==> config.mk <==
export PLATFORM = sky130hd
export DESIGN_NAME = pwm_align_top
export DESIGN_NICKNAME = d
export VERILOG_FILES = /design/src/rtl/pwm_align_pkg.sv /design/src/rtl/pwm_cfg_regs.sv /design/src/rtl/pwm_align_ctrl.sv /design/src/rtl/pwm_chan.sv /design/src/rtl/pwm_align_top.sv
export SDC_FILE = /design/constraint.sdc
export NUM_CORES = 1
export LEC_CHECK = 0
export ABC_AREA = 1
export BUFFER_PORTS_ARGS = -buffer_cell sky130_fd_sc_hd__buf_2
export CORE_ASPECT_RATIO = 1.5
export CORE_MARGIN = 5
export CORE_UTILIZATION = 35
export CTS_BUF_LIST = sky130_fd_sc_hd__clkbuf_4 sky130_fd_sc_hd__clkbuf_8 sky130_fd_sc_hd__clkbuf_16
export DETAILED_ROUTE_END_ITERATION = 7
export HOLD_SLACK_MARGIN = 0.02
export PLACE_DENSITY = 0.56
export SLEW_MARGIN = 30
export SYNTH_ARGS = -nofsm -noshare
export SYNTH_HDL_FRONTEND = slang
export SYNTH_SLANG_ARGS = --single-unit
==> constraint.sdc <==
create_clock -name clk -period 7.4 [get_ports clk]
set_clock_uncertainty 0.05 [all_clocks]
set_input_delay 0.37 -clock clk [delete_from_list [all_inputs] [get_ports clk]]
set_output_delay 0.37 -clock clk [all_outputs]
set_load 0.05 [all_outputs]
==> src/rtl/pwm_align_pkg.sv <==
// Shared constants and types for the phase-aligned PWM generator.
// Assumes: register addresses are word indices; channel registers repeat with a fixed stride.
package pwm_align_pkg;
    typedef enum logic [0:0] {AL_IDLE = 1'b0, AL_DRAIN = 1'b1} align_state_e;

    localparam int CTRL_ADDR = 0;
    localparam int EN_ADDR   = 1;
    localparam int CH_BASE   = 2;
    localparam int CH_STRIDE = 3;

    localparam int B_SOFT  = 0;
    localparam int B_SAS   = 1;
    localparam int B_FORCE = 2;
    localparam int B_AUTO  = 3;
endpackage

==> src/rtl/pwm_cfg_regs.sv <==
// Configuration register file: control bits, channel enables and per-channel
// holding registers for period, high time and start delay.
// Assumes: NCH <= CW so the enable word fits in one data word.
module pwm_cfg_regs import pwm_align_pkg::*; #(
    parameter int NCH = 4,
    parameter int CW  = 16,
    parameter int AW  = 4,
    parameter bit SOFT_RST_DEF      = 1'b0,
    parameter bit START_AT_SYNC_DEF = 1'b1,
    parameter bit FORCE_ALIGN_DEF   = 1'b1,
    parameter bit AUTO_SYNC_DEF     = 1'b1
) (
    input  logic                    clk,
    input  logic                    rst_n,
    input  logic                    wr_en,
    input  logic [AW-1:0]           wr_addr,
    input  logic [CW-1:0]           wr_data,
    output logic                    soft_rst,
    output logic                    start_at_sync,
    output logic                    force_mode,
    output logic                    auto_mode,
    output logic [NCH-1:0]          chan_en,
    output logic [NCH-1:0][CW-1:0]  period_sh,
    output logic [NCH-1:0][CW-1:0]  width_sh,
    output logic [NCH-1:0][CW-1:0]  offset_sh
);
    // Capture writes into control, enable and holding registers.
    always_ff @(posedge clk) begin
        if (!rst_n) begin
            soft_rst      <= SOFT_RST_DEF;
            start_at_sync <= START_AT_SYNC_DEF;
            force_mode    <= FORCE_ALIGN_DEF;
            auto_mode     <= AUTO_SYNC_DEF;
            chan_en       <= '0;
            period_sh     <= '0;
            width_sh      <= '0;
            offset_sh     <= '0;
        end else if (wr_en) begin
            if (wr_addr == AW'(CTRL_ADDR)) begin
                soft_rst      <= wr_data[B_SOFT];
                start_at_sync <= wr_data[B_SAS];
                force_mode    <= wr_data[B_FORCE];
                auto_mode     <= wr_data[B_AUTO];
            end
            if (wr_addr == AW'(EN_ADDR)) begin
                chan_en <= wr_data[NCH-1:0];
            end
            for (int c = 0; c < NCH; c++) begin
                if (wr_addr == AW'(CH_BASE + CH_STRIDE*c))     period_sh[c] <= wr_data;
                if (wr_addr == AW'(CH_BASE + CH_STRIDE*c + 1)) width_sh[c]  <= wr_data;
                if (wr_addr == AW'(CH_BASE + CH_STRIDE*c + 2)) offset_sh[c] <= wr_data;
            end
        end
    end
endmodule

==> src/rtl/pwm_align_ctrl.sv <==
// Alignment controller: detects sync falling edges, handles arming, and issues
// a one-cycle align pulse either at once or after all channels have drained.
// Assumes: ext_sync is already synchronous to clk.
module pwm_align_ctrl import pwm_align_pkg::*; (
    input  logic clk,
    input  logic rst_n,
    input  logic soft_rst,
    input  logic auto_mode,
    input  logic force_mode,
    input  logic load_cfg,
    input  logic ext_sync,
    input  logic all_idle,
    output logic align,
    output logic stop_req
);
    align_state_e state;
    logic sync_q, armed, sync_fall, trig;

    // Keep last sync level for falling-edge detection.
    always_ff @(posedge clk) begin
        if (!rst_n) sync_q <= 1'b0;
        else        sync_q <= ext_sync;
    end

    assign sync_fall = sync_q & ~ext_sync;
    assign trig      = sync_fall & (auto_mode | armed) & (state == AL_IDLE);
    assign stop_req  = (state == AL_DRAIN);

    // Arm, trigger and drain sequencing.
    always_ff @(posedge clk) begin
        if (!rst_n || soft_rst) begin
            state <= AL_IDLE;
            armed <= 1'b0;
            align <= 1'b0;
        end else begin
            align <= 1'b0;
            if (load_cfg && !auto_mode) armed <= 1'b1;
            case (state)
                AL_IDLE: if (trig) begin
                    armed <= 1'b0;
                    if (force_mode) align <= 1'b1;
                    else            state <= AL_DRAIN;
                end
                AL_DRAIN: if (all_idle) begin
                    align <= 1'b1;
                    state <= AL_IDLE;
                end
                default: state <= AL_IDLE;
            endcase
        end
    end

    AST_ALIGN_CAUSE: assert property (@(posedge clk) disable iff (!rst_n)
        align |-> ($past(sync_fall) || $past(stop_req)));
    AST_UNARMED_IGNORED: assert property (@(posedge clk) disable iff (!rst_n)
        (!auto_mode && !armed && sync_fall && !stop_req && !soft_rst) |=> (!align && !stop_req));
    AST_DRAIN_NO_RETRIG: assert property (@(posedge clk) disable iff (!rst_n)
        (stop_req && !all_idle && !soft_rst) |=> (stop_req && !align));
endmodule

==> src/rtl/pwm_chan.sv <==
// One PWM channel: on align it takes up its held settings, waits the start
// delay, then counts periods; under stop_req it finishes the period and idles.
// Assumes: align and stop_req are never high in the same cycle.
module pwm_chan #(
    parameter int CW = 16
) (
    input  logic          clk,
    input  logic          rst_n,
    input  logic          soft_rst,
    input  logic          align,
    input  logic          stop_req,
    input  logic          start_at_sync,
    input  logic          chan_en,
    input  logic [CW-1:0] period_sh,
    input  logic [CW-1:0] width_sh,
    input  logic [CW-1:0] offset_sh,
    output logic          pwm_o,
    output logic          idle_o
);
    localparam int DW = CW + 1;

    logic [CW-1:0] per_a, wid_a, cnt;
    logic [DW-1:0] wait_cnt, first_dly;
    logic          running, at_end;

    assign at_end    = (cnt == per_a - 1'b1);
    assign first_dly = DW'(offset_sh) + (start_at_sync ? '0 : DW'(period_sh));

    // Sequence the reload, start-delay, running and drain phases.
    always_ff @(posedge clk) begin
        if (!rst_n || soft_rst) begin
            per_a    <= '0;
            wid_a    <= '0;
            cnt      <= '0;
            wait_cnt <= '0;
            running  <= 1'b0;
        end else if (align) begin
            per_a <= period_sh;
            wid_a <= width_sh;
            cnt   <= '0;
            if (period_sh == '0) begin
                running  <= 1'b0;
                wait_cnt <= '0;
            end else if (first_dly == '0) begin
                running  <= 1'b1;
                wait_cnt <= '0;
            end else begin
                running  <= 1'b0;
                wait_cnt <= first_dly;
            end
        end else if (running) begin
            if (at_end) begin
                cnt <= '0;
                if (stop_req) running <= 1'b0;
            end else begin
                cnt <= cnt + 1'b1;
            end
        end else if (stop_req) begin
            wait_cnt <= '0;
        end else if (wait_cnt != '0) begin
            if (wait_cnt == DW'(1)) begin
                running <= 1'b1;
                cnt     <= '0;
            end
            wait_cnt <= wait_cnt - 1'b1;
        end
    end

    assign pwm_o  = chan_en & running & (cnt < wid_a);
    assign idle_o = ~running & (wait_cnt == '0);

    AST_CNT_IN_RANGE: assert property (@(posedge clk) disable iff (!rst_n)
        running |-> (cnt < per_a));
    AST_DIS_LOW: assert property (@(posedge clk) disable iff (!rst_n)
        !chan_en |-> !pwm_o);
    AST_ZERO_WIDTH_LOW: assert property (@(posedge clk) disable iff (!rst_n)
        (wid_a == '0) |-> !pwm_o);
    AST_DRAIN_HOLD: assert property (@(posedge clk) disable iff (!rst_n)
        (stop_req && idle_o && !align) |=> idle_o);
endmodule

==> src/rtl/pwm_align_top.sv <==
// Top level: register file, alignment controller and NCH channels.
// Soft stop gates all outputs low at once and clears the channels.
// Assumes: one clock domain; NCH <= CW.
module pwm_align_top import pwm_align_pkg::*; #(
    parameter int NCH = 4,
    parameter int CW  = 16,
    parameter bit SOFT_RST_DEF      = 1'b0,
    parameter bit START_AT_SYNC_DEF = 1'b1,
    parameter bit FORCE_ALIGN_DEF   = 1'b1,
    parameter bit AUTO_SYNC_DEF     = 1'b1,
    localparam int AW = $clog2(CH_BASE + CH_STRIDE*NCH)
) (
    input  logic           clk,
    input  logic           rst_n,
    input  logic           wr_en,
    input  logic [AW-1:0]  wr_addr,
    input  logic [CW-1:0]  wr_data,
    input  logic           load_cfg,
    input  logic           ext_sync,
    output logic [NCH-1:0] pwm_out
);
    logic                   soft_rst, start_at_sync, force_mode, auto_mode;
    logic                   align, stop_req;
    logic [NCH-1:0]         chan_en, raw_pwm, idle_vec;
    logic [NCH-1:0][CW-1:0] period_sh, width_sh, offset_sh;

    pwm_cfg_regs #(
        .NCH(NCH), .CW(CW), .AW(AW),
        .SOFT_RST_DEF(SOFT_RST_DEF), .START_AT_SYNC_DEF(START_AT_SYNC_DEF),
        .FORCE_ALIGN_DEF(FORCE_ALIGN_DEF), .AUTO_SYNC_DEF(AUTO_SYNC_DEF)
    ) u_regs (
        .clk(clk), .rst_n(rst_n), .wr_en(wr_en), .wr_addr(wr_addr), .wr_data(wr_data),
        .soft_rst(soft_rst), .start_at_sync(start_at_sync), .force_mode(force_mode),
        .auto_mode(auto_mode), .chan_en(chan_en), .period_sh(period_sh),
        .width_sh(width_sh), .offset_sh(offset_sh)
    );

    pwm_align_ctrl u_ctrl (
        .clk(clk), .rst_n(rst_n), .soft_rst(soft_rst), .auto_mode(auto_mode),
        .force_mode(force_mode), .load_cfg(load_cfg), .ext_sync(ext_sync),
        .all_idle(&idle_vec), .align(align), .stop_req(stop_req)
    );

    for (genvar c = 0; c < NCH; c++) begin : g_chan
        pwm_chan #(.CW(CW)) u_chan (
            .clk(clk), .rst_n(rst_n), .soft_rst(soft_rst), .align(align),
            .stop_req(stop_req), .start_at_sync(start_at_sync), .chan_en(chan_en[c]),
            .period_sh(period_sh[c]), .width_sh(width_sh[c]), .offset_sh(offset_sh[c]),
            .pwm_o(raw_pwm[c]), .idle_o(idle_vec[c])
        );
    end

    assign pwm_out = soft_rst ? '0 : raw_pwm;

    AST_SOFT_LOW: assert property (@(posedge clk) disable iff (!rst_n)
        soft_rst |-> (pwm_out == '0));
endmodule

### Word-level counts from Yosys, hierarchy flattened

Cells that the tools add are included.

* $add $sub $neg: 16
* multiplexer cells: 93
* equality and inequality tests: 29
* bitwise gates (word level): 22
* reductions and logical operators: 57
* $lt $le $gt $ge: 4

Operator list (number)
* two-way mux 17 bit: 24
* two-way mux 16 bit: 24
* zero test 17 bit: 8
* adder 16 x 17 -> 17 bit: 4
* equality test 17 x 1 -> 1 bit (second input constant): 4
* nonzero test 17 bit: 4
* subtractor 17 x 1 -> 17 bit (second input constant): 4
* adder 16 x 1 -> 16 bit (second input constant): 4
* equality test 16 bit: 4
* zero test 16 bit: 4
* less-than comparator 16 bit: 4
* subtractor 16 x 1 -> 16 bit (second input constant): 4
* two-way mux 1 bit: 42
* AND reduction 2 bit: 18
* equality test 4 bit (second input constant): 6
* equality test 4 x 3 -> 1 bit (second input constant): 4
* nonzero test 2 bit: 8
* AND 1 bit: 15
* AND reduction 3 bit: 4
* nonzero test 3 bit: 4
* equality test 4 x 2 -> 1 bit (second input constant): 2
* inequality test 2 x 1 -> 1 bit (second input constant): 4
* inequality test 2 bit (second input constant): 4
* NOT 1 bit: 6
* 10 further kinds: 12

* register bits after elaboration: 468
* bits of input ports: 25
* output and inout port bits: 4
* word-level logic and storage cells: 262

### Depth between registers and ports, before layout

Gate-level depths: netlist (run 1).

* depth in word-level cells: 6
* mapped depth: 21
* gate-level depth less buffers: 20

### Cells and area by module

Synthesis (run 1) repeated with hierarchy kept, for this count alone.

* cells, all modules: 4528
* area total of the unflattened synthesis: 29489.5 µm²

By module, submodules not included
* pwm_cfg_regs: cells an instance 1140, seq. area each 4003.8 µm², area an instance 7677.4 µm², times used 1
* pwm_chan at g_chan[2].u_chan: cells an instance 883, seq. area each 1321.3 µm², area an instance 5616.6 µm², times used 1
* pwm_chan at g_chan[1].u_chan: cells an instance 844, seq. area each 1321.3 µm², area an instance 5479.0 µm², times used 1
* pwm_chan at g_chan[0].u_chan: cells an instance 835, seq. area each 1321.3 µm², area an instance 5300.1 µm², times used 1
* pwm_chan at g_chan[3].u_chan: cells an instance 790, seq. area each 1321.3 µm², area an instance 5198.7 µm², times used 1
* pwm_align_ctrl: cells an instance 25, seq. area each 80.1 µm², area an instance 176.4 µm², times used 1
* pwm_align_top: cells an instance 11, seq. area each 0.0 µm², area an instance 41.3 µm², times used 1

### Least setup slack after synthesis (run 1)

OpenSTA, ideal clock, no wires.

* kind: flip-flop to flip-flop
* start: register u_regs.start_at_sync
* end: register g_chan[1].u_chan.running
* path slack: 4758 ps
* arrival time: 2533 ps
* cell stages (with the launch flop): 16
* buffers on the path: 2
* clock period less this slack: 2642 ps
* setup time: 59 ps
* path through: dfxtp_1 -> clkbuf_1 -> buf_1 -> nor2_1 -> ha_1 -> or2_2 -> nand2_1 -> o21ai_0 -> or2_2 -> nand2_1 -> nand3_1 -> nor2_1 -> nand2_1 -> nor2_1 -> nand4_1 -> nand2_1

* word-level cells in the longest chain between the ends: 6

Ends and longest elaborated chain
* from (decl): line pwm_cfg_regs.sv:19 `output logic start_at_sync,`
* from (signal assigned): line pwm_cfg_regs.sv:41 `start_at_sync <= wr_data[B_SAS];`
* two-way mux 16 bit: line pwm_chan.sv:27 `assign first_dly = DW'(offset_sh) + (start_at_sync ? '0 : DW'(period_sh));`
* adder 16 x 17 -> 17 bit: line pwm_chan.sv:27
* zero test 17 bit: line pwm_chan.sv:44 `end else if (first_dly == '0) begin`
* two-way mux 1 bit: line pwm_chan.sv:44
* two-way mux 1 bit: line pwm_chan.sv:41 `if (period_sh == '0) begin`
* two-way mux 1 bit: line pwm_chan.sv:37 `end else if (align) begin`
* to (signal assigned): line pwm_chan.sv:36 `running <= 1'b0;`
* to (signal assigned): line pwm_chan.sv:42 `running <= 1'b0;`
* to (signal assigned): line pwm_chan.sv:45 `running <= 1'b1;`
* to (decl): line pwm_chan.sv:24 `logic running, at_end;`

Every way passes these cells.
A chain may end at the register's enable or synchronous reset.

### Worst setup path in the final report (run 1)

* start: register g_chan[1].u_chan.running
* end: output pwm_out[1]

* word-level cells in the longest chain between the ends: 3

Ends and longest elaborated chain
* AND 1 bit (2 in series): line pwm_chan.sv:69 `assign pwm_o = chan_en & running & (cnt < wid_a);`
* two-way mux 4 bit: line pwm_align_top.sv:53 `assign pwm_out = soft_rst ? '0 : raw_pwm;`
* to (decl): line pwm_align_top.sv:20 `output logic [NCH-1:0] pwm_out`

Every way passes these cells.

==> out/results.txt, run 1 <==
Status: finished clean
HP Start: load_cfg
Syn Std Cell Area: 27600 sq um
Initial DRC count: 1314
Max Clock Freq: 0.294 GHz
Final Net Count: 4144
Placed Cells: 4946
Met2 Track Usage GR: 0.360
Met3 Use GR: 0.0252
Worst-path fanout max: 14
Layout cells sized above 1: 0.0650
Fin. Hold Viols: 0
Core Footprint: 78400 sq um
Final GP Congestion: 0.870
Worst Max-Slew Pin Slew: 911 ps
YS warnings: 0
Total inserted antenna cells: 0
Die H: 354 microns
EDFF count, synth: 0
Syn_area_per_cell: 6.80 sq um
Final hold slack: 76.6 ps
Max Cap Violations: 0
Global-route wire length before repair: 134000 microns
Netlist cell types: 64
Reg clk slew, reported paths: 70 ps
CP Capture Type: output pin
CTS tree: done
Dpl hpwl: 59600 microns
Final ANT Viol Nets: 0
Die area: 84600 sq um
Post-layout util: 0.385
Antenna violations before repair: 6
Max clock buf depth: 3
Reg2Reg Capture Point: g_chan[2].u_chan.wait_cnt[13]
Minimum clock period: 3410 ps
Critical path origin: g_chan[1].u_chan.running
Pwr dens: 248 nW/um^2
Via/cell ratio: 5.10
Pre-Repair DR Iteration Count: 5
Setup crit end: pwm_out[1]
# rows: 126
Max Transition Viols Final: 0
DRC violations left: 0
Total power: 7.48 mW
Synthesis-to-finish area growth: 9.54%
Seq cells post-synth: 468
Busiest grt layer: met2
Worst-skew pair later-pin latency: 610 ps
Worst slew margin: 0.392
Design area: 30200 sq um
Tcrit/Tclk final: 0.460
CTS buffer count: 50
R2R Setup Slk: 4210 ps
Met1 Use GR: 0.226
Cell leakage power: 12.7 nW
Synth async-reset ratio: 0
RSZ-0062 raised after global routing: false
Final std cells w/o fill: 5037
Startpoint types: register
Largest net degree at the start of global routing: 116
Place WS: 4180 ps
Initial core utilization: 0.352
Port Buffers: 28
R2r worst-path depth: 14
Number of fill cells: 8347
Multi-input gate area: 15900 sq um
PnR worst setup slack: 3990 ps
Sequential-to-total area share from yosys stat: 0.340
Number of global-route vias before repair: 24700
Top_reg_cell synth: dfxtp_1
Final setup fails: 0
Arr. time, crit path: 2990 ps
Placed cell areas: 28400 sq um
Avg WL per Cell: 16.7 microns
Clk sinks: 468
Crit path required time: 6980 ps
Io pins: 29
GR Overflow Total: 0
Syn nets: 4219
R2r startpoint: u_regs.start_at_sync
Peak VDD IR: 0.000152 V
CTS root buf: clkbuf_16
Mapped Cells: 4050
DR vias: 25700
Min-delay worst type: in2reg
H-Tree Depth: 2
Chip width: 239 microns
GRT Resource Usage Total: 0.194
DRT Wirelength: 84200 microns
Reg area: 9380 sq um
Kind of critical path: reg2out
Total negative slack: 0 ps
==> synth_stat cells, types with 12 or more instances <==
| cell type | n | area share |
|---|---|---|
| buf_2 | 15 | 0.0027 |
| nand2_1 | 652 | 0.089 |
| o21ai_1 | 12 | 0.0022 |
| o21ai_0 | 420 | 0.076 |
| dfxtp_1 | 468 | 0.34 |
| xnor2_1 | 50 | 0.016 |
| a21oi_1 | 434 | 0.079 |
| nor3_1 | 44 | 0.0080 |
| or2_2 | 27 | 0.0061 |
| inv_1 | 413 | 0.056 |
| nand3_1 | 218 | 0.040 |
| inv_2 | 12 | 0.0016 |
| nand4_1 | 51 | 0.012 |
| a211oi_1 | 14 | 0.0038 |
| nor2_2 | 13 | 0.0030 |
| nor4_1 | 19 | 0.0043 |
| a31oi_1 | 26 | 0.0059 |
| nand3b_1 | 49 | 0.013 |
| xor2_1 | 95 | 0.030 |
| nor2_1 | 583 | 0.079 |
| clkbuf_1 | 135 | 0.018 |
| nand3_2 | 14 | 0.0051 |
| ha_1 | 140 | 0.064 |
==> flip-flops by register name (all words and copies together), names as in the netlist <==
signal                  cells
u_regs.force_mode           1
u_regs.offset_sh           64
u_ctrl.sync_q               1
g_chan.u_chan.wid_a        64
u_regs.auto_mode            1
u_ctrl.stop_req             1
g_chan.u_chan.running       4
g_chan.u_chan.wait_cnt     68
u_regs.width_sh            64
u_ctrl.align                1
g_chan.u_chan.cnt          64
u_regs.chan_en              4
u_regs.soft_rst             1
u_regs.start_at_sync        1
u_ctrl.armed                1
u_regs.period_sh           64
g_chan.u_chan.per_a        64
==> metal layers <==
metal	part of all wire	wire length [microns]
met1	0.42	35100
met4	0.036	3070
met5	0.00032	27
met2	0.51	42900
met3	0.037	3110
==> kinds of logic after synthesis <==
kind of cell / after synthesis / share of synthesized area
adders and majority gates: 144 / 0.0665
xor gates and xnor gates: 147 / 0.0477
DFF: 468 / 0.340
AOI/OAI and AO/OA: 972 / 0.187
buffers and inverters: 606 / 0.0856
and+or+nand+nor: 1713 / 0.273
==> cell usage in the layout (no fill, tap or decap), drive strengths merged, types with 5 or more instances in the layout <==
| cell type | count |
|---|---|
| xor2 | 95 |
| bufinv | 7 |
| nand2 | 663 |
| ha | 140 |
| o21bai | 6 |
| dfxtp | 468 |
| o21a | 7 |
| nand3 | 232 |
| a211oi | 16 |
| buf | 45 |
| a31oi | 26 |
| nor3 | 56 |
| nand3b | 49 |
| clkinv | 20 |
| xnor2 | 50 |
| inv | 428 |
| clkbuf | 65 |
| o22ai | 6 |
| or2 | 32 |
| a221oi | 5 |
| o21ai | 434 |
| nor2 | 604 |
| nand4 | 51 |
| nor4 | 19 |
| a21oi | 445 |
| o211ai | 6 |
==> final cells by class <==
| type | count | share of cell area |
|---|---|---|
| Clock buffer | 65 | 0.0470 |
| Clock inverter | 25 | 0.0113 |
| Inverter | 433 | 0.0540 |
| Multi-Input combinational cell | 2976 | 0.525 |
| Sequential cell | 468 | 0.311 |
| Tap cell | 1024 | 0.0424 |
| Timing Repair Buffer | 46 | 0.00953 |
==> report_power, final <==
| part | switching, mW | internal (mW) | leakage [nW] |
|---|---|---|---|
| clock network | 1.12 | 1.60 | 0.872 |
| logic | 1.18 | 0.638 | 8.07 |
| registers | 0.201 | 2.73 | 3.80 |
==> how the worst min path moves through the flow <==
stage                               end  depth (start not counted)  slack [ps]
finish                     u_ctrl.armed                          3          80
global route               u_ctrl.armed                          3         120
CTS                        u_ctrl.armed                          3          30
detailed placement   u_regs.width_sh[7]                          2         390
global placement     u_regs.width_sh[3]                          2         380
floorplan           u_regs.width_sh[14]                          2         370
==> worst max-delay path, cell delays in order, from the launching register on <==
cell,delay (ps)
dfxtp_1,830
inv_1,340
a2111oi_0,490
nand4_1,170
nor2_1,240
buf_2,310
==> timing repair <==
| action | CTS | global route |
|---|---|---|
| hold endpoints to repair | 1 | 0 |
| setup buffers | 0 | 0 |
| hold buffers | 1 | 0 |
| gates resized for setup | 0 | 0 |
(Power assumes the default switching activity.)
==> inputs of run 2 (changes only) <==
Settings changed: PLACE_DENSITY 0.56 to 0.58.
Clock period 7.4 ns to 3 ns, I/O delays scaled along.
==> run 2 against run 1 <==
  * Global-route usage up 0.056 points
  * Combinational power grew to 2.5 times the previous value
  * Sequential share of layout area down 0.16 points
  * Largest cell class unchanged
==> out/results.txt, run 2 (same netlist as run 1, synthesis figures left out) <==
Status: finished clean
Avg WL per Cell: 16.8 microns
Worst-path fanout max: 4
Core Footprint: 78400 sq um
Initial DRC count: 1530
Largest net degree at the start of global routing: 201
Port Buffers: 28
Cell leakage power: 12.8 nW
Chip width: 239 microns
Max reg flops: 68
Global-route wire length before repair: 134000 microns
CTS tree: done
Reg with most FFs: g_chan.u_chan.wait_cnt
Commonest non-fill, non-tap cell in the layout: nand2_1
CP max stage cell: a2111oi_0
Kind of critical path: reg2out
Die H: 354 microns
Pwr dens: 600 nW/um^2
GR Overflow Total: 0
Crit path required time: 2800 ps
CTS root buf: clkbuf_16
Number of fill cells: 8307
Max Clock Freq: 0.359 GHz
DR vias: 25700
Most frequent cells in the layout: nand2_1 (651), nor2_1 (582), dfxtp_1 (464)
Max clock buf depth: 3
DRC violations left: 0
Post-layout util: 0.387
Antenna violations before repair: 7
Clk sinks: 468
H-Tree Depth: 2
Multi-input gate area: 15800 sq um
Final ANT Viol Nets: 0
Minimum clock period: 2780 ps
Total negative slack: 0 ps
Startpoint types: register
Via/cell ratio: 5.07
CP Capture Type: output pin
Reg area: 9380 sq um
WHS Path Cells: 3
Worst-skew pair later-pin latency: 610 ps
Crit path cell chain: ha_1 -> a2111oi_0 -> nand4_1 -> nor2_1 -> buf_2
Io pins: 29
CTS buffer count: 49
# rows: 126
Number of global-route vias before repair: 24200
Pre-Repair DR Iteration Count: 5
Fin. Hold Viols: 0
R2r worst-path depth: 17
Slowest stage delay, CP: 490 ps
Layout cells sized above 1: 0.0701
Max Transition Viols Final: 0
Worst slew margin: 0.316
Arr. time, crit path: 2580 ps
Die area: 84600 sq um
RSZ-0062 raised after global routing: false
Max Cap Violations: 0
GRT Resource Usage Total: 0.194
Dpl hpwl: 60100 microns
Final GP Congestion: 0.858
Min-delay worst type: in2reg
DRT Wirelength: 85100 microns
Tcrit/Tclk final: 0.927
Initial core utilization: 0.352
Worst Max-Slew Pin Slew: 1030 ps
Final Net Count: 4167
Synthesis-to-finish area growth: 10.1%
Peak VDD IR: 0.000594 V
Final setup fails: 0
Reg clk slew, reported paths: 70 ps
-- run 2: power by group --
group	total, mW	internal (mW)	switching [mW]	leakage, nW
Sequential	7.20	6.73	0.464	3.80
Combinational	4.56	1.60	2.96	8.21
Clock	6.46	3.65	2.82	0.831
-- run 2: final timing paths --
| check | start | endpoint | slack, ps |
|---|---|---|---|
| worst min-delay path | wr_data[15] | u_regs.offset_sh[15] | 60 |
| worst max register to register | u_regs.start_at_sync | g_chan[0].u_chan.running | 370 |
| worst max-delay path | g_chan[2].u_chan.cnt[15] | pwm_out[2] | 220 |
| worst min register to register | u_regs.width_sh[14] | u_regs.width_sh[14] | 400 |
-- run 2: layout make-up --
class | instances | share of cell area
Clock buffer | 65 | 0.0470
Antenna cell | 1 | 0.0000824
Sequential cell | 468 | 0.309
Inverter | 433 | 0.0536
Tap cell | 1024 | 0.0422
Clock inverter | 26 | 0.00874
Multi-Input combinational cell | 2976 | 0.522
Timing Repair Buffer | 70 | 0.0174
-- run 2: through the flow --
stage          instances  total power [mW]  cell area (sq um)  hold slack [ps]  setup slack, ps
2_1_floorplan       4050              10.9              27600              198              358
3_3_place_gp        4967              11.8              28600              347              271
3_5_place_dp        4967              11.9              28600              355              267
4_1_cts             5061              18.3              30300             28.5             91.2
5_1_grt             5062              19.3              30400             56.2            0.919
6_report            5063              18.2              30400             60.4              218
-- run 2: timing repair --
item / CTS / global route
hold endpoints to repair: 5 / 0
setup endpoints to repair: 0 / 5
hold buffers: 3 / 0
gates resized for setup: 0 / 4
buffers inserted: 0 / 1
-- run 2: metal layers --
metal | routed length [microns] | up-vias | track usage | part of all wire
met1 | 35800 | 11800 | 0.235 | 0.42
met4 | 3640 | 4 | 0.0797 | 0.043
met3 | 3600 | 165 | 0.0278 | 0.042
met2 | 42000 | 469 | 0.344 | 0.49
li1 | - | 13300 | - | -
met5 | 15 | - | 0 | 0.00018
-- run 2: worst max-delay path: cells and delay by family, from the launching register on --
family | cells | cell delay [ps]
DFF | 1 | 410
adders and majority gates | 1 | 270
AOI/OAI and AO/OA | 1 | 490
buffers and inverters | 1 | 330
and+or+nand+nor | 2 | 460
==> inputs of run 3 (changes only) <==
--- a/config.mk
+++ b/config.mk
@@ -10,9 +10,9 @@
 export CORE_ASPECT_RATIO = 1.5
 export CORE_MARGIN = 5
-export CORE_UTILIZATION = 35
+export CORE_UTILIZATION = 48
 export CTS_BUF_LIST = sky130_fd_sc_hd__clkbuf_4 sky130_fd_sc_hd__clkbuf_8 sky130_fd_sc_hd__clkbuf_16
 export DETAILED_ROUTE_END_ITERATION = 7
 export HOLD_SLACK_MARGIN = 0.02
-export PLACE_DENSITY = 0.58
+export PLACE_DENSITY = 0.73
 export SLEW_MARGIN = 30
 export SYNTH_ARGS = -nofsm -noshare
==> constraint.sdc (replaced) <==
create_clock -name clk -period 3 [get_ports clk]
set_clock_uncertainty 0.05 [all_clocks]
set_input_delay 0.15 -clock clk [delete_from_list [all_inputs] [get_ports clk]]
set_output_delay 0.15 -clock clk [all_outputs]
set_load 0.01 [all_outputs]
==> run 3 against run 2 <==
  * Sequential share of layout area is 0.31 points higher
  * Non-clock buffer count is 5 lower
  * Register-to-register slack worse by 110 ps
  * Maximum frequency is 1.1% higher
  * Combinational power is 0.9% lower
  * Sequential power hardly changed
==> out/results.txt, run 3 (same netlist as run 1, synthesis figures left out) <==
Minimum clock period: 2750 ps
Number of fill cells: 5612
CP Capture Type: output pin
Final setup fails: 0
Final GP Congestion: 0.951
Max reg flops: 68
R2r worst-path depth: 15
Max Cap Violations: 0
Peak VDD IR: 0.000509 V
R2r startpoint: u_regs.start_at_sync
Design area: 30000 sq um
Number of global-route vias before repair: 24600
Via/cell ratio: 5.46
Die area: 62400 sq um
Reg clk slew, reported paths: 70 ps
Crit path max-delay family: compound AO/OA/AOI/OAI gates
CTS tree: done
Tcrit/Tclk final: 0.917
DRC violations left: 0
Worst Max-Slew Pin Slew: 856 ps
Final hold slack: 90.7 ps
Largest net degree at the start of global routing: 201
Layout cells sized above 1: 0.0666
Logic pwr share: 0.244
Worst-skew pair later-pin latency: 580 ps
Final Net Count: 4159
Pwr dens: 615 nW/um^2
Min-delay worst type: in2reg
Total power: 18.5 mW
Commonest non-fill, non-tap cell in the layout: nand2_1
Crit path required time: 2800 ps
Worst slew margin: 0.430
Antenna violations before repair: 4
WP buf/inv: 1
Reg2Reg Capture Point: g_chan[1].u_chan.running
HP Start: wr_en
P_sw: 6.00 mW
Initial core utilization: 0.484
Final ANT Viol Nets: 0
Final std cells w/o fill: 4791
Clk sinks: 468
Avg WL per Cell: 16.6 microns
Chip width: 206 microns
Initial DRC count: 1639
Internal Pwr Total: 12.5 mW
Global-route wire length before repair: 126000 microns
WHS Path Cells: 5
Sequential share of power: 0.390
GRT Resource Usage Total: 0.248
Multi-input gate area: 15800 sq um
Hold EP: u_regs.start_at_sync
Kind of critical path: reg2out
Fin. Hold Viols: 0
Max Clock Freq: 0.364 GHz
CTS root buf: clkbuf_16
Synthesis-to-finish area growth: 9.03%
Placed Cells: 4702
Io pins: 29
CP max stage cell: dfxtp_1
Share of total power in the clock network: 0.366
Port Buffers: 28
Arr. time, crit path: 2550 ps
DR vias: 26200
CTS buffer count: 46
Cell leakage power: 12.8 nW
Worst-path fanout max: 6
Die H: 303 microns
Max Transition Viols Final: 0
Most frequent cells in the layout: nand2_1 (652), nor2_1 (582), dfxtp_1 (466)
Dpl hpwl: 55900 microns
Max clock buf depth: 3
Crit path cell chain: ha_1 -> a21oi_1 -> o21ai_0 -> a2111oi_0 -> nand4_1 -> nor2_1 -> buf_2
Placed cell areas: 28200 sq um
R2R Setup Slk: 260 ps
# rows: 107
Pre-Repair DR Iteration Count: 5
H-Tree Depth: 2
Reg with most FFs: g_chan.u_chan.wait_cnt
Sw frac: 0.325
Slowest stage delay, CP: 540 ps
Startpoint types: register
GR Overflow Total: 0
Total negative slack: 0 ps
Core Footprint: 56900 sq um
DRT Wirelength: 79500 microns
Status: finished clean
Reg area: 9380 sq um
RSZ-0062 raised after global routing: false
run 3: changes by cell type in the layout (fill, tap and decap cells not counted), moves of 3 or more:
cell,delta
clkinvlp_4,-3
bufinv_16,+9
inv_6,-3
clkbuf_16,-4
clkinv_4,-5
buf_4,-4
run 3: per-layer routing:
layer,vias up,part of all wire,track usage,routed length (microns)
met5,-,0.00029,0,23
met4,4,0.049,0.109,3930
met3,221,0.056,0.0372,4470
met2,680,0.49,0.450,39300
met1,12000,0.40,0.289,31800
li1,13200,-,-,-
run 3: worst max-delay path by stage:
stage          slack [ps]                            end  cells past startpoint                    start
2_1_floorplan         360       g_chan[1].u_chan.running                     15     u_regs.start_at_sync
3_3_place_gp          250  g_chan[2].u_chan.wait_cnt[13]                     14     u_regs.start_at_sync
3_5_place_dp          240  g_chan[2].u_chan.wait_cnt[13]                     11     u_regs.start_at_sync
4_1_cts               220       g_chan[1].u_chan.running                     15     u_regs.start_at_sync
5_1_grt                30       g_chan[0].u_chan.running                     17     u_regs.start_at_sync
6_report              250                     pwm_out[3]                      7  g_chan[3].u_chan.cnt[9]
run 3: what timing repair did:
item,in CTS,in global routing
hold endpoints to repair,5,0
hold buffers,3,0
buffers inserted,0,0
endpoints found under the setup margin,0,3
resized for setup,0,1
run 3: tightest hold or removal path, cell delays in order:
cell and delay (ps):
buf_2 120, nand2_1 120, nor2_1 140, nand2_1 80, nand3_1 60
run 3: power groups by stage:
| stage | combinational (mW) | clock (mW) | sequential [mW] |
|---|---|---|---|
| detailed placement | 4.46 | 0 | 7.32 |
| floorplan | 3.65 | 0 | 7.20 |
| CTS | 4.49 | 6.84 | 7.19 |
| global placement | 4.38 | 0 | 7.32 |
| finish | 4.52 | 6.77 | 7.20 |
| global route | 5.10 | 7.09 | 7.27 |
run 3: cell type report:
cell class / instances / area share
clock buffers: 62 / 0.0441
inverters: 433 / 0.0541
multi-input cells: 2976 / 0.527
diodes: 1 / 0.0000833
flip-flops and latches: 468 / 0.312
repair buffers: 65 / 0.0159
clock inverters: 23 / 0.0146
well taps: 763 / 0.0318
run 3: metrics by stage:
step / utilization / setup WS, ps
2_1_floorplan: - / 358
3_3_place_gp: 0.496 / 250
3_5_place_dp: 0.496 / 242
4_1_cts: 0.528 / 222
5_1_grt: 0.528 / 34.2
6_report: 0.528 / 250
